**config.mk**
```make
export PLATFORM = sky130hd
export DESIGN_NAME = meminit_seq
export DESIGN_NICKNAME = d
export VERILOG_FILES = /design/src/rtl/meminit_pkg.sv /design/src/rtl/meminit_phase_timer.sv /design/src/rtl/meminit_dll_timer.sv /design/src/rtl/meminit_step_decode.sv /design/src/rtl/meminit_seq.sv
export SDC_FILE = /design/constraint.sdc
export NUM_CORES = 1
export LEC_CHECK = 0
export ABC_AREA = 0
export BUFFER_PORTS_ARGS = -buffer_cell sky130_fd_sc_hd__buf_2
export CORE_UTILIZATION = 34
export CTS_BUF_LIST = sky130_fd_sc_hd__clkbuf_8
export CTS_CLUSTER_DIAMETER = 120
export CTS_CLUSTER_SIZE = 20
export DETAILED_ROUTE_END_ITERATION = 10
export SLEW_MARGIN = 40
export SYNTH_ARGS = -nofsm -noshare
export SYNTH_HDL_FRONTEND = slang
export SYNTH_SLANG_ARGS = --single-unit
```
**constraint.sdc**
```tcl
create_clock -name clk -period 3 [get_ports clk]
set_input_delay 0.3 -clock clk [delete_from_list [all_inputs] [get_ports clk]]
set_output_delay 0.3 -clock clk [all_outputs]
set_load 0.02 [all_outputs]
```
**src/rtl/meminit_pkg.sv**
```systemverilog
package meminit_pkg;

    typedef enum logic [2:0] {
        PH_IDLE,
        PH_RSTLO,
        PH_CKEHOLD,
        PH_SETTLE,
        PH_CMD,
        PH_FIN,
        PH_DONE
    } phase_e;

    typedef enum logic [1:0] {
        OP_PREA,
        OP_LMR_EXT,
        OP_LMR_MAIN,
        OP_REF
    } op_e;

    typedef enum logic [1:0] {
        GAP_RP,
        GAP_MRD,
        GAP_RFC
    } gap_e;

    typedef struct packed {
        logic cs_n;
        logic ras_n;
        logic cas_n;
        logic we_n;
    } cmd_pins_t;

    localparam int        STEP_W    = 3;
    localparam int        LAST_STEP = 5;
    localparam int        AP_BIT    = 8;
    localparam cmd_pins_t PINS_DESEL = 4'b1111;

    function automatic op_e step_op(input logic [STEP_W-1:0] s);
        case (s)
            3'd0:    return OP_PREA;
            3'd1:    return OP_LMR_EXT;
            3'd2:    return OP_LMR_MAIN;
            3'd3:    return OP_PREA;
            default: return OP_REF;
        endcase
    endfunction

    function automatic cmd_pins_t op_pins(input op_e o);
        case (o)
            OP_PREA: return 4'b0010;
            OP_REF:  return 4'b0001;
            default: return 4'b0000;
        endcase
    endfunction

    function automatic gap_e op_gap(input op_e o);
        case (o)
            OP_PREA: return GAP_RP;
            OP_REF:  return GAP_RFC;
            default: return GAP_MRD;
        endcase
    endfunction

endpackage

```
**src/rtl/meminit_phase_timer.sv**
```systemverilog
module meminit_phase_timer #(
    parameter int CW = 16
) (
    input  logic          clk,
    input  logic          rst,
    input  logic          load,
    input  logic [CW-1:0] load_val,
    output logic          last,
    output logic          first
);
    logic [CW-1:0] cnt;
    logic          fst;

    always_ff @(posedge clk) begin
        if (rst) begin
            cnt <= '0;
            fst <= 1'b0;
        end else if (load) begin
            cnt <= load_val;
            fst <= 1'b1;
        end else begin
            fst <= 1'b0;
            if (cnt > CW'(1)) cnt <= cnt - CW'(1);
        end
    end

    assign last  = (cnt <= CW'(1));
    assign first = fst;
endmodule

```
**src/rtl/meminit_dll_timer.sv**
```systemverilog
module meminit_dll_timer #(
    parameter int LOCK_CYC = 5000
) (
    input  logic clk,
    input  logic clear,
    input  logic arm,
    output logic done
);
    localparam int DW = $clog2(LOCK_CYC + 1);

    logic [DW-1:0] cnt;
    logic          armed;

    always_ff @(posedge clk) begin
        if (clear) begin
            cnt   <= '0;
            armed <= 1'b0;
        end else if (arm) begin
            cnt   <= DW'(LOCK_CYC - 1);
            armed <= 1'b1;
        end else if (cnt != '0) begin
            cnt <= cnt - DW'(1);
        end
    end

    assign done = armed && (cnt == '0);
endmodule

```
**src/rtl/meminit_step_decode.sv**
```systemverilog
module meminit_step_decode
    import meminit_pkg::*;
#(
    parameter int AW = 12,
    parameter int BW = 3
) (
    input  logic [STEP_W-1:0] step,
    input  logic [AW-1:0]     emr_code,
    input  logic [AW-1:0]     mr_code,
    output cmd_pins_t         pins,
    output logic [BW-1:0]     ba,
    output logic [AW-1:0]     addr,
    output logic              dll_reset
);
    op_e op;

    always_comb begin
        op        = step_op(step);
        pins      = op_pins(op);
        ba        = '0;
        addr      = '0;
        dll_reset = 1'b0;
        case (op)
            OP_PREA:     addr[AP_BIT] = 1'b1;
            OP_LMR_EXT: begin
                ba   = BW'(1);
                addr = emr_code;
            end
            OP_LMR_MAIN: begin
                addr         = mr_code;
                addr[AP_BIT] = 1'b1;
                dll_reset    = 1'b1;
            end
            default: ;
        endcase
    end
endmodule

```
**src/rtl/meminit_seq.sv**
```systemverilog
module meminit_seq
    import meminit_pkg::*;
#(
    parameter int CW           = 16,
    parameter int AW           = 12,
    parameter int BW           = 3,
    parameter int DLL_LOCK_CYC = 5000
) (
    input  logic          clk,
    input  logic          rst,
    input  logic          start,
    input  logic          abort,
    input  logic          term_strap,
    input  logic [CW-1:0] dly_rst_low,
    input  logic [CW-1:0] dly_cke_hold,
    input  logic [CW-1:0] dly_settle,
    input  logic [CW-1:0] dly_trp,
    input  logic [CW-1:0] dly_tmrd,
    input  logic [CW-1:0] dly_trfc,
    input  logic [AW-1:0] emr_code,
    input  logic [AW-1:0] mr_code,
    output logic          mem_rst_n,
    output logic          mem_cke,
    output logic          mem_cs_n,
    output logic          mem_ras_n,
    output logic          mem_cas_n,
    output logic          mem_we_n,
    output logic [BW-1:0] mem_ba,
    output logic [AW-1:0] mem_addr,
    output logic          ready
);
    phase_e            st, st_nxt;
    logic [STEP_W-1:0] step, step_nxt;
    logic              strap_q;
    logic              ld;
    logic [CW-1:0]     ld_val;
    logic              t_last, t_first;
    logic              dll_done;
    logic              issuing;
    cmd_pins_t         dec_pins;
    logic [BW-1:0]     dec_ba;
    logic [AW-1:0]     dec_addr;
    logic              dec_dll;

    function automatic logic [CW-1:0] gap_val(input gap_e g,
                                              input logic [CW-1:0] rp,
                                              input logic [CW-1:0] mrd,
                                              input logic [CW-1:0] rfc);
        case (g)
            GAP_RP:  return rp;
            GAP_RFC: return rfc;
            default: return mrd;
        endcase
    endfunction

    always_comb begin
        st_nxt   = st;
        step_nxt = step;
        ld       = 1'b0;
        ld_val   = '0;
        case (st)
            PH_IDLE: if (start) begin
                st_nxt = PH_RSTLO;
                ld     = 1'b1;
                ld_val = dly_rst_low;
            end
            PH_RSTLO: if (t_last) begin
                st_nxt = PH_CKEHOLD;
                ld     = 1'b1;
                ld_val = dly_cke_hold;
            end
            PH_CKEHOLD: if (t_last) begin
                st_nxt = PH_SETTLE;
                ld     = 1'b1;
                ld_val = dly_settle;
            end
            PH_SETTLE: if (t_last) begin
                st_nxt   = PH_CMD;
                step_nxt = '0;
                ld       = 1'b1;
                ld_val   = gap_val(op_gap(step_op('0)), dly_trp, dly_tmrd, dly_trfc);
            end
            PH_CMD: if (t_last) begin
                if (step == STEP_W'(LAST_STEP)) begin
                    st_nxt = PH_FIN;
                end else begin
                    step_nxt = step + STEP_W'(1);
                    ld       = 1'b1;
                    ld_val   = gap_val(op_gap(step_op(step + STEP_W'(1))),
                                       dly_trp, dly_tmrd, dly_trfc);
                end
            end
            PH_FIN: if (dll_done) st_nxt = PH_DONE;
            default: ;
        endcase
        if (abort) begin
            st_nxt = PH_IDLE;
            ld     = 1'b0;
        end
    end

    always_ff @(posedge clk) begin
        if (rst) begin
            st      <= PH_IDLE;
            step    <= '0;
            strap_q <= 1'b0;
        end else begin
            st   <= st_nxt;
            step <= step_nxt;
            if (st == PH_IDLE && start && !abort) strap_q <= term_strap;
        end
    end

    meminit_phase_timer #(.CW(CW)) u_timer (
        .clk      (clk),
        .rst      (rst),
        .load     (ld),
        .load_val (ld_val),
        .last     (t_last),
        .first    (t_first)
    );

    meminit_step_decode #(.AW(AW), .BW(BW)) u_dec (
        .step      (step),
        .emr_code  (emr_code),
        .mr_code   (mr_code),
        .pins      (dec_pins),
        .ba        (dec_ba),
        .addr      (dec_addr),
        .dll_reset (dec_dll)
    );

    assign issuing = (st == PH_CMD) && t_first;

    meminit_dll_timer #(.LOCK_CYC(DLL_LOCK_CYC)) u_dll (
        .clk   (clk),
        .clear (rst || abort),
        .arm   (issuing && dec_dll),
        .done  (dll_done)
    );

    always_comb begin
        mem_rst_n = !(st == PH_IDLE || st == PH_RSTLO);
        case (st)
            PH_IDLE:               mem_cke = 1'b0;
            PH_RSTLO, PH_CKEHOLD:  mem_cke = strap_q;
            default:               mem_cke = 1'b1;
        endcase
        {mem_cs_n, mem_ras_n, mem_cas_n, mem_we_n} = issuing ? dec_pins : PINS_DESEL;
        mem_ba   = issuing ? dec_ba   : '0;
        mem_addr = issuing ? dec_addr : '0;
        ready    = (st == PH_DONE);
    end
endmodule

```
After elaboration in Yosys (flattened, before gate mapping)
Index checks and enable logic that the tools add are counted.
{ "totals": {"romBits": 0, "reg_bits": 38, "memories": 0, "ram_bits": 0, "latchBits": 0, "out_inout_bits": 22, "elab_cells": 119} }
{ "classes": {"add_sub_neg": 3, "eq_ne": 26, "n_div": 0, "n_reduce_logical": 30, "n_bitwise": 0, "shifts": 0, "muxes": 50, "n_lt_le_gt_ge": 2, "n_mul": 0} }
{ "ops": {"columns": ["operator", "n"], "rows": [
  ["2-to-1 mux 16 bit", 8],
  ["one-hot mux 16 bit (5 select lines)", 1],
  ["2-to-1 mux 3 bit", 11],
  ["one-hot mux 16 bit (2 select lines)", 1],
  ["2-to-1 mux 13 bit", 2],
  ["== test 3 x 2 -> 1 bit, second input constant", 6],
  ["one-hot mux 3 bit (6 select lines)", 1],
  ["> comparator 16 x 1 -> 1 bit, second input constant", 1],
  ["less-or-equal comparator 16 x 1 -> 1 bit, second input constant", 1],
  ["inequality test 2 bit, second input constant", 8],
  ["one-hot mux 8 bit (2 select lines)", 1],
  ["subtractor 16 x 1 -> 16 bit, second input constant", 1],
  ["zero test 13 bit", 1],
  ["nonzero test 13 bit", 1],
  ["subtractor 13 x 1 -> 13 bit, second input constant", 1],
  ["== test 3 bit, second input constant", 4],
  ["2-to-1 mux 12 bit", 1],
  ["2-to-1 mux 2 bit", 6],
  ["one-hot mux 2 bit (3 select lines)", 2],
  ["one-hot mux 3 bit (2 select lines)", 2],
  ["OR reduction 2 bit", 6],
  ["== test 3 x 1 -> 1 bit, second input constant", 3],
  ["zero test 3 bit", 3],
  ["== test 2 bit, second input constant", 4],
  ["other kinds (16)", 35]
]} }

Depth between registers and ports, before layout
Gate-level depths: netlist (run 1).
{ "depth": {"word_depth": 18, "depth_mapped": 9} }

Modules after synthesis
A second synthesis (run 1) with hierarchy kept.
{ "hier_totals": {"cells_unflattened": 484, "hier_area_um2": 3772.4} }
{ "by_module_without_submodules": {"columns": ["module", "area_per_inst_um2", "seq_area_each_um2", "cells_per_inst", "n_inst"], "rows": [
  ["meminit_seq", 1699.1, 140.1, 234, 1],
  ["meminit_phase_timer", 1007.2, 340.3, 125, 1],
  ["meminit_dll_timer", 742.0, 280.3, 82, 1],
  ["meminit_step_decode", 324.1, 0.0, 43, 1]
]} }

Worst setup path after synthesis (run 1)
Ideal clock, no wire load.
{ "synth_timing": {"kind": "reg2reg", "from": "register u_timer.cnt[8]", "to": "register u_timer.cnt[9]", "path_slack_ps": 443, "n_path_buf": 2, "stages_incl_launch_ff": 8, "arrival_time_ps": 2436, "t_required_ps": 2878, "setup_time_ps": 122, "path_cell_list": "dfxtp_1 > or4_4 > or4_1 > buf_2 > nor4b_4 > o21ai_2 > buf_6 > o311a_1"} }
{ "synth_via": {"elab_chain_cells": 5, "elab_cells_between_ends": 15, "classes_between": "1 x add/sub; 2 x order compare; 11 x mux; 1 x reduce/logical"} }
{ "synth_rtl": {"columns": ["item", "line_no", "source"], "rows": [
  ["start: declaration", "meminit_phase_timer.sv:11", "logic [CW-1:0] cnt;"],
  ["start signal: assignment", "meminit_phase_timer.sv:19", "cnt <= load_val;"],
  ["start signal: assignment", "meminit_phase_timer.sv:23", "if (cnt > CW'(1)) cnt <= cnt - CW'(1);"],
  ["less-or-equal comparator 16 x 1 -> 1 bit", "meminit_phase_timer.sv:27", "assign last = (cnt <= CW'(1));"],
  ["2-to-1 mux 1 bit, on equally long branches", null, null],
  ["one-hot mux 1 bit (3 select lines)", "meminit_seq.sv:61", "case (st)"],
  ["2-to-1 mux 1 bit", "meminit_seq.sv:96", "if (abort) begin"],
  ["2-to-1 mux 16 bit or nonzero test 2 bit (tied branches)", null, null]
]} }
Parallel ways exist; a longest one is shown, timed or not. The select of a mux whose other input is x is not followed.
A chain may end at the register's enable or synchronous reset.

Worst setup path after layout (run 1)
{ "layout_timing": {"from": "register u_timer.cnt[8]", "to": "register st[0]"} }
{ "layout_via": {"elab_chain_cells": 3, "elab_cells_between_ends": 6, "classes_between": "1 x order compare; 4 x eq/ne; 1 x reduce/logical"} }
{ "layout_rtl": {"columns": ["item", "line_no", "source"], "rows": [
  ["less-or-equal comparator 16 x 1 -> 1 bit *", "meminit_phase_timer.sv:27", null],
  ["inequality test 2 bit (no line)", null, null],
  ["AND reduction 8 bit (no line) *", null, null],
  ["end signal: assignment", "meminit_seq.sv:108", "st <= st_nxt;"],
  ["end: declaration", "meminit_seq.sv:32", "phase_e st, st_nxt;"]
]} }
Mark *: on every way between the ends. The rest lies on a longest branch, timed or not.

==> results.ini, run 1 <==
[global_route]
antenna_found_initial=0
overflow=0
grt_usage=0.222
grt_pass1_vias=3547
grt_pass1_wl_mm=17.3
grt_max_degree=21

[status]
status=finished clean

[layout]
drive_gt1_frac=0.317
layout.nets=708
nFillCells=934
layout.area.seq_um2=761
fin_cells=683
antenna-diode-count=0
multi_input_area_mm2=0.00224
area_growth_pct=29.7

[detailed_routing]
ant_nets=0
vias=3704
drtIter0Drc=231
routedWlPerCell_um=15.8
vias_per_cell=5.42
drt_wl_total_mm=10.8
firstDrtPassIters=4
drc_errors=0

[cts]
clk_pin_slew_ns=0.08
post_cts_buffers=0
hold_buffers=0
cts.path.max_buffers=2
root_buffer=clkbuf_8
htree_num_levels=2
clock_sinks=38
post_cts_resized=0
cts_buffers=5
clk_latency_ns=0.30
cts_tree=built

[floorplanning]
ioPinCount=147
core_mm2=0.00889
die_w_um=98.8
die_area_mm2=0.00976
rows=34
die_y_um=98.8
initial_utilization=0.358

[setup_path]
critPathLaunchType=flip-flop
cp-end-kind=flip-flop
path_max_fanout=12
critPathKind=flip-flop to flip-flop
crit_arrival_ns=2.92
cp.required_ns=3.20

[yosys]
ys_seq_elements=38
synth_area_leader_cell=dfxtp_1
synth_ff_type=dfxtp_1
syn-instance-count=437
synth_edf_count=0
yosysWarnings=0
syn_avg_cell_area_um2=7.29
synth.top_cell.area_share=0.239
synth_area_leaders=dfxtp_1 24%, a21oi_1 8.6%, nor2_1 8.1%
synth_cell_type_count=59
synth_seq_area_share=0.239
syn_area_mm2=0.00318
async_flop_share=0

[sta]
finalCritPeriodShare=0.906
rsz0062_at_grt=no
period_needed_ns=2.72
fin_tns_setup_ns=0
final.setup_skew_ns=0.0107
setup_viol=0
tightest_slew_ns=0.670
hold_viol=0
fin_ws_ns=0.281
slew_violations=0
relSlewSlack=0.552
fmax_ghz=0.368
hold_ws_ns=0.235

[run]
drv_cap=0

[hold_path]
worstHoldPathType=input port to flip-flop

[placed_design]
io_buffers=143
dp_cells=675
hpwl_mm=8.60
globalplace.congestion=0.863
post-place-ws_ns=0.314

[pwr]
ir_drop_mv=0.262
p_per_area_mw_per_mm2=605
p_leak_nw=1.87

==> registers in the layout, summed over array words and instances, names as in the netlist <==
name,cells
u_timer.first,1
u_dll.armed,1
strap_q,1
st,3
step,3
u_dll.cnt,13
u_timer.cnt,16
==> per-layer routing <==
metal,vias up,routed length (um),global-route usage,part of all wire
li1,1868,-,-,-
met1,1691,5170,0.309,0.48
met2,139,4850,0.367,0.45
met3,6,721,0.0326,0.067
met4,0,65,0.0390,0.0060
met5,-,0,0,0
==> stage by stage <==
| stage | area, um2 | power (mW) | utilization |
|---|---|---|---|
| global route | 4130 | 2.69 | 0.465 |
| global placement | 4020 | 2.02 | 0.452 |
| floorplan | 3190 | 1.76 | - |
| finish | 4130 | 2.50 | 0.465 |
| detailed placement | 4020 | 2.05 | 0.452 |
| CTS | 4130 | 2.49 | 0.464 |
==> synth_stat cells (3+ instances only) <==
cell type and n:
nor2_1 69, a21oi_1 55, dfxtp_1 38, nand2_1 30, clkbuf_1 20, o21ai_0 16
xnor2_1 16, mux2i_1 13, a22o_1 12, inv_1 11, and3_1 10, a22oi_1 9
ha_1 9, nor3_1 9, a211oi_1 8, nand3_1 8, o22ai_1 7, o31a_1 7
or4_1 6, xor2_1 6, a21o_1 5, nor2b_1 5, o31ai_1 5, nand2b_1 4
nor4_1 4, or2_2 4, or3_1 4, buf_2 3, buf_4 3, nor3b_1 3
==> layout by cell type, fill, tap and decap left out, types with 7 or more instances in the layout <==
cell	n
ha_1	9
a22o_1	12
o31a_1	7
xnor2_1	16
a22oi_1	9
a21oi_1	55
buf_2	143
mux2i_1	13
o21ai_0	16
nor2_1	69
nand2_1	30
o22ai_1	7
dfxtp_1	38
inv_1	11
a211oi_1	8
nand3_1	8
nor3_1	8
and3_1	10
buf_4	16
==> worst max-delay path: stages (launching register included) <==
cell	delay [ns]
dfxtp_1	0.36
or4_4	0.57
or4_1	0.43
or3_1	0.55
buf_4	0.27
a21oi_1	0.12
o21ai_0	0.12
and3_1	0.21
==> area by class of cell <==
class                   instances  share of cell area
repair buffers                159               0.202
multi-input cells             358               0.543
well taps                     108              0.0327
flip-flops and latches         38               0.184
inverters                      12              0.0109
clock inverters                 3             0.00969
clock buffers                   5              0.0167
==> power by group <==
group	total [mW]	internal (mW)	leakage (nW)	switching, mW
registers	0.778	0.637	0.312	0.141
clock network	0.439	0.245	0.0579	0.194
logic	1.28	0.619	1.50	0.662
total	2.50	1.50	1.87	0.998
==> logic make-up after synthesis <==
logic type | Yosys count | share of synthesized area
compound gates | 141 | 0.290
flops | 38 | 0.239
buf+inv | 42 | 0.0589
mux | 14 | 0.0444
xor+xnor | 22 | 0.0605
fa+ha+maj | 9 | 0.0354
other cells | 1 | 0.00118
simple gates | 170 | 0.270
==> worst paths after layout <==
check             slack (ns)              endpoint                        start  cells after the start
setup / recovery        0.28    st[0]$_SDFFE_PP0P_  u_timer.cnt[8]$_SDFFE_PP0P_                      7
hold / removal          0.24  strap_q$_SDFFE_PP0P_                   term_strap                      3
setup reg to reg        0.28    st[0]$_SDFFE_PP0P_  u_timer.cnt[8]$_SDFFE_PP0P_                      7
hold reg to reg         0.50  strap_q$_SDFFE_PP0P_         strap_q$_SDFFE_PP0P_                      2
Power figures use the tool's default switching activity.
==> run 2, diff against run 1 <==
CTS_CLUSTER_SIZE = 10   (was 20)
RECOVER_POWER = 25   (was not set)
==> run 2 against run 1 <==
Wire length grew 0.19%. Worst hold slack lost 0.00093 ns. Worst setup slack gained 0.013 ns. Global-route usage is the same. Sequential power is essentially flat. First-iteration DRC count shrank 3.5%. Die area is the same. Largest cell class unchanged. Register-to-register slack is essentially flat. Sequential share of layout area is essentially flat. Via count is the same. Fmax grew 0.47%.
==> results.ini, run 2 (synthesis results as in run 1) <==
[global_route]
grt_pass1_wl_mm=17.3  ; unchanged
grt_max_degree=21  ; unchanged
grt_pass1_vias=3547  ; unchanged
overflow=0  ; unchanged
antenna_found_initial=0  ; unchanged
grt_usage=0.222  ; unchanged

[pwr]
p_per_area_mw_per_mm2=605  ; about the same
p_leak_nw=1.85  ; -0.69%
power.total_mw=2.49  ; -0.20%
ir_drop_mv=0.262  ; +0.12%

[layout]
final_cell_mix=139 x buf_2, 69 x nor2_1, 55 x a21oi_1
largest_reg_flops=16  ; unchanged
drive_gt1_frac=0.308  ; -0.00870
layout.area.seq_um2=761  ; unchanged
layout.nets=708  ; unchanged
final_common_cell=buf_2
antenna-diode-count=0  ; unchanged
nFillCells=939  ; +0.54%
largestRegisters=u_timer.cnt (16), u_dll.cnt (13)
final_util=0.464  ; -0.000985
final_area_mm2=0.00412  ; -0.21%
regMostFlops=u_timer.cnt
area_growth_pct=29.4
multi_input_area_mm2=0.00224  ; unchanged

[setup_path]
r2r_start=u_timer.cnt[8]$_SDFFE_PP0P_
crit_chain=or4_4 -> or4_1 -> or3_1 -> buf_4 -> a21oi_1 -> o21ai_0 -> and3_1
crit_arrival_ns=2.90  ; -0.02 ns
crit_buf_inv=1  ; unchanged
cp_top_family=simple AND/OR/NAND/NOR gates
cp.required_ns=3.20  ; about the same
path_max_fanout=12  ; unchanged
critPathKind=flip-flop to flip-flop
r2r_end=st[0]$_SDFFE_PP0P_
cp_slowest_cell=or4_4
slowest_delay_ns=0.57  ; about the same
critPathLaunchType=flip-flop
reg2reg_depth=7  ; unchanged
cp-end-kind=flip-flop
rrSetupSlack_ns=0.29  ; about the same

[run]
drv_cap=0  ; unchanged

[sta]
finalCritPeriodShare=0.902  ; -0.00428
rsz0062_at_grt=no
fmax_ghz=0.370  ; +0.47%
relSlewSlack=0.456  ; -0.0959
setup_viol=0  ; unchanged
fin_ws_ns=0.294  ; +0.0129 ns
period_needed_ns=2.71  ; -0.0129 ns
hold_viol=0  ; unchanged
final.setup_skew_ns=0.0101  ; -0.000643 ns
tightest_slew_ns=0.816  ; +0.145 ns
slew_violations=0  ; unchanged
fin_tns_setup_ns=0  ; unchanged

[cts]
cts_buffers=5  ; unchanged
hold_buffers=0  ; unchanged
htree_num_levels=2  ; unchanged
post_cts_buffers=0  ; unchanged
clock_sinks=38  ; unchanged
clk_pin_slew_ns=0.08  ; about the same
post_cts_resized=0  ; unchanged
root_buffer=clkbuf_8
cts.path.max_buffers=2  ; unchanged
clk_latency_ns=0.30  ; about the same
cts_tree=built

[floorplanning]
ioPinCount=147  ; unchanged
initial_utilization=0.358  ; unchanged
die_w_um=98.8  ; unchanged
die_y_um=98.8  ; unchanged
core_mm2=0.00889  ; unchanged
die_area_mm2=0.00976  ; unchanged
rows=34  ; unchanged

[hold_path]
whs_path_depth=3  ; unchanged
min_from=term_strap
worstHoldPathType=input port to flip-flop
hold_path_end=strap_q$_SDFFE_PP0P_

[placed_design]
post_dp_cell_area_mm2=0.00402  ; unchanged
post-place-ws_ns=0.314  ; unchanged
io_buffers=143  ; unchanged
globalplace.congestion=0.863  ; unchanged
hpwl_mm=8.60  ; unchanged

[status]
status=finished clean

[detailed_routing]
ant_nets=0  ; unchanged
drtIter0Drc=223  ; -3.5%
vias_per_cell=5.42  ; unchanged
vias=3704  ; unchanged
drt_wl_total_mm=10.8  ; +0.19%
routedWlPerCell_um=15.9  ; +0.19%
firstDrtPassIters=6  ; +2
drc_errors=0  ; unchanged

-- run 2: cell count changes in the layout (fill, tap and decap cells not counted) --
cell | previous run | this run
buf_2 | 143 | 139
and2_1 | 1 | 0
clkbuf_1 | 0 | 5
buf_4 | 16 | 15
and2_0 | 0 | 1
-- run 2: worst max-delay path by stage --
stage,from,to,slack [ns],cells after the start
finish,u_timer.cnt[8]$_SDFFE_PP0P_,st[0]$_SDFFE_PP0P_,0.29,7
global route,u_timer.cnt[8]$_SDFFE_PP0P_,u_timer.cnt[4]$_SDFFE_PP0P_,0.07,7
CTS,u_timer.cnt[8]$_SDFFE_PP0P_,st[0]$_SDFFE_PP0P_,0.31,7
detailed placement,u_timer.cnt[8]$_SDFFE_PP0P_,st[0]$_SDFFE_PP0P_,0.31,7
global placement,u_timer.cnt[8]$_SDFFE_PP0P_,st[0]$_SDFFE_PP0P_,0.33,7
floorplan,u_timer.cnt[8]$_SDFFE_PP0P_,u_timer.cnt[9]$_SDFFE_PP0P_,0.44,7
-- run 2: per-layer routing --
layer  global-route usage  vias to the layer above  part of all wire
li1                     -                     1868                 -
met1                0.309                     1683              0.48
met2                0.367                      147              0.45
met3               0.0326                        6             0.066
met4               0.0390                        0            0.0061
met5                    0                        -                 0
-- run 2: worst reg2reg max path: stages, from the launching register on --
cell and delay, ns:
dfxtp_1 0.36, or4_4 0.57, or4_1 0.43, or3_1 0.56, buf_4 0.27, a21oi_1 0.12
o21ai_0 0.11, and3_1 0.20
-- run 2: layout make-up --
type	instances	share of cell area
timing repair buffer	159	0.201
multi-input combinational	358	0.545
inverter	12	0.0109
tap	108	0.0328
sequential	38	0.185
clock buffer	5	0.0167
clock inverter	3	0.00971
-- run 2: per-stage QoR --
| step | instances | hold slack (ns) |
|---|---|---|
| 2_1_floorplan | 438 | 0.403 |
| 3_3_place_gp | 675 | 0.476 |
| 3_5_place_dp | 675 | 0.485 |
| 4_1_cts | 683 | 0.237 |
| 5_1_grt | 683 | 0.248 |
| 6_report | 683 | 0.234 |
-- run 2: power by group --
group	switching, mW	internal, mW
clock network	0.191	0.245
registers	0.141	0.637
logic	0.661	0.619
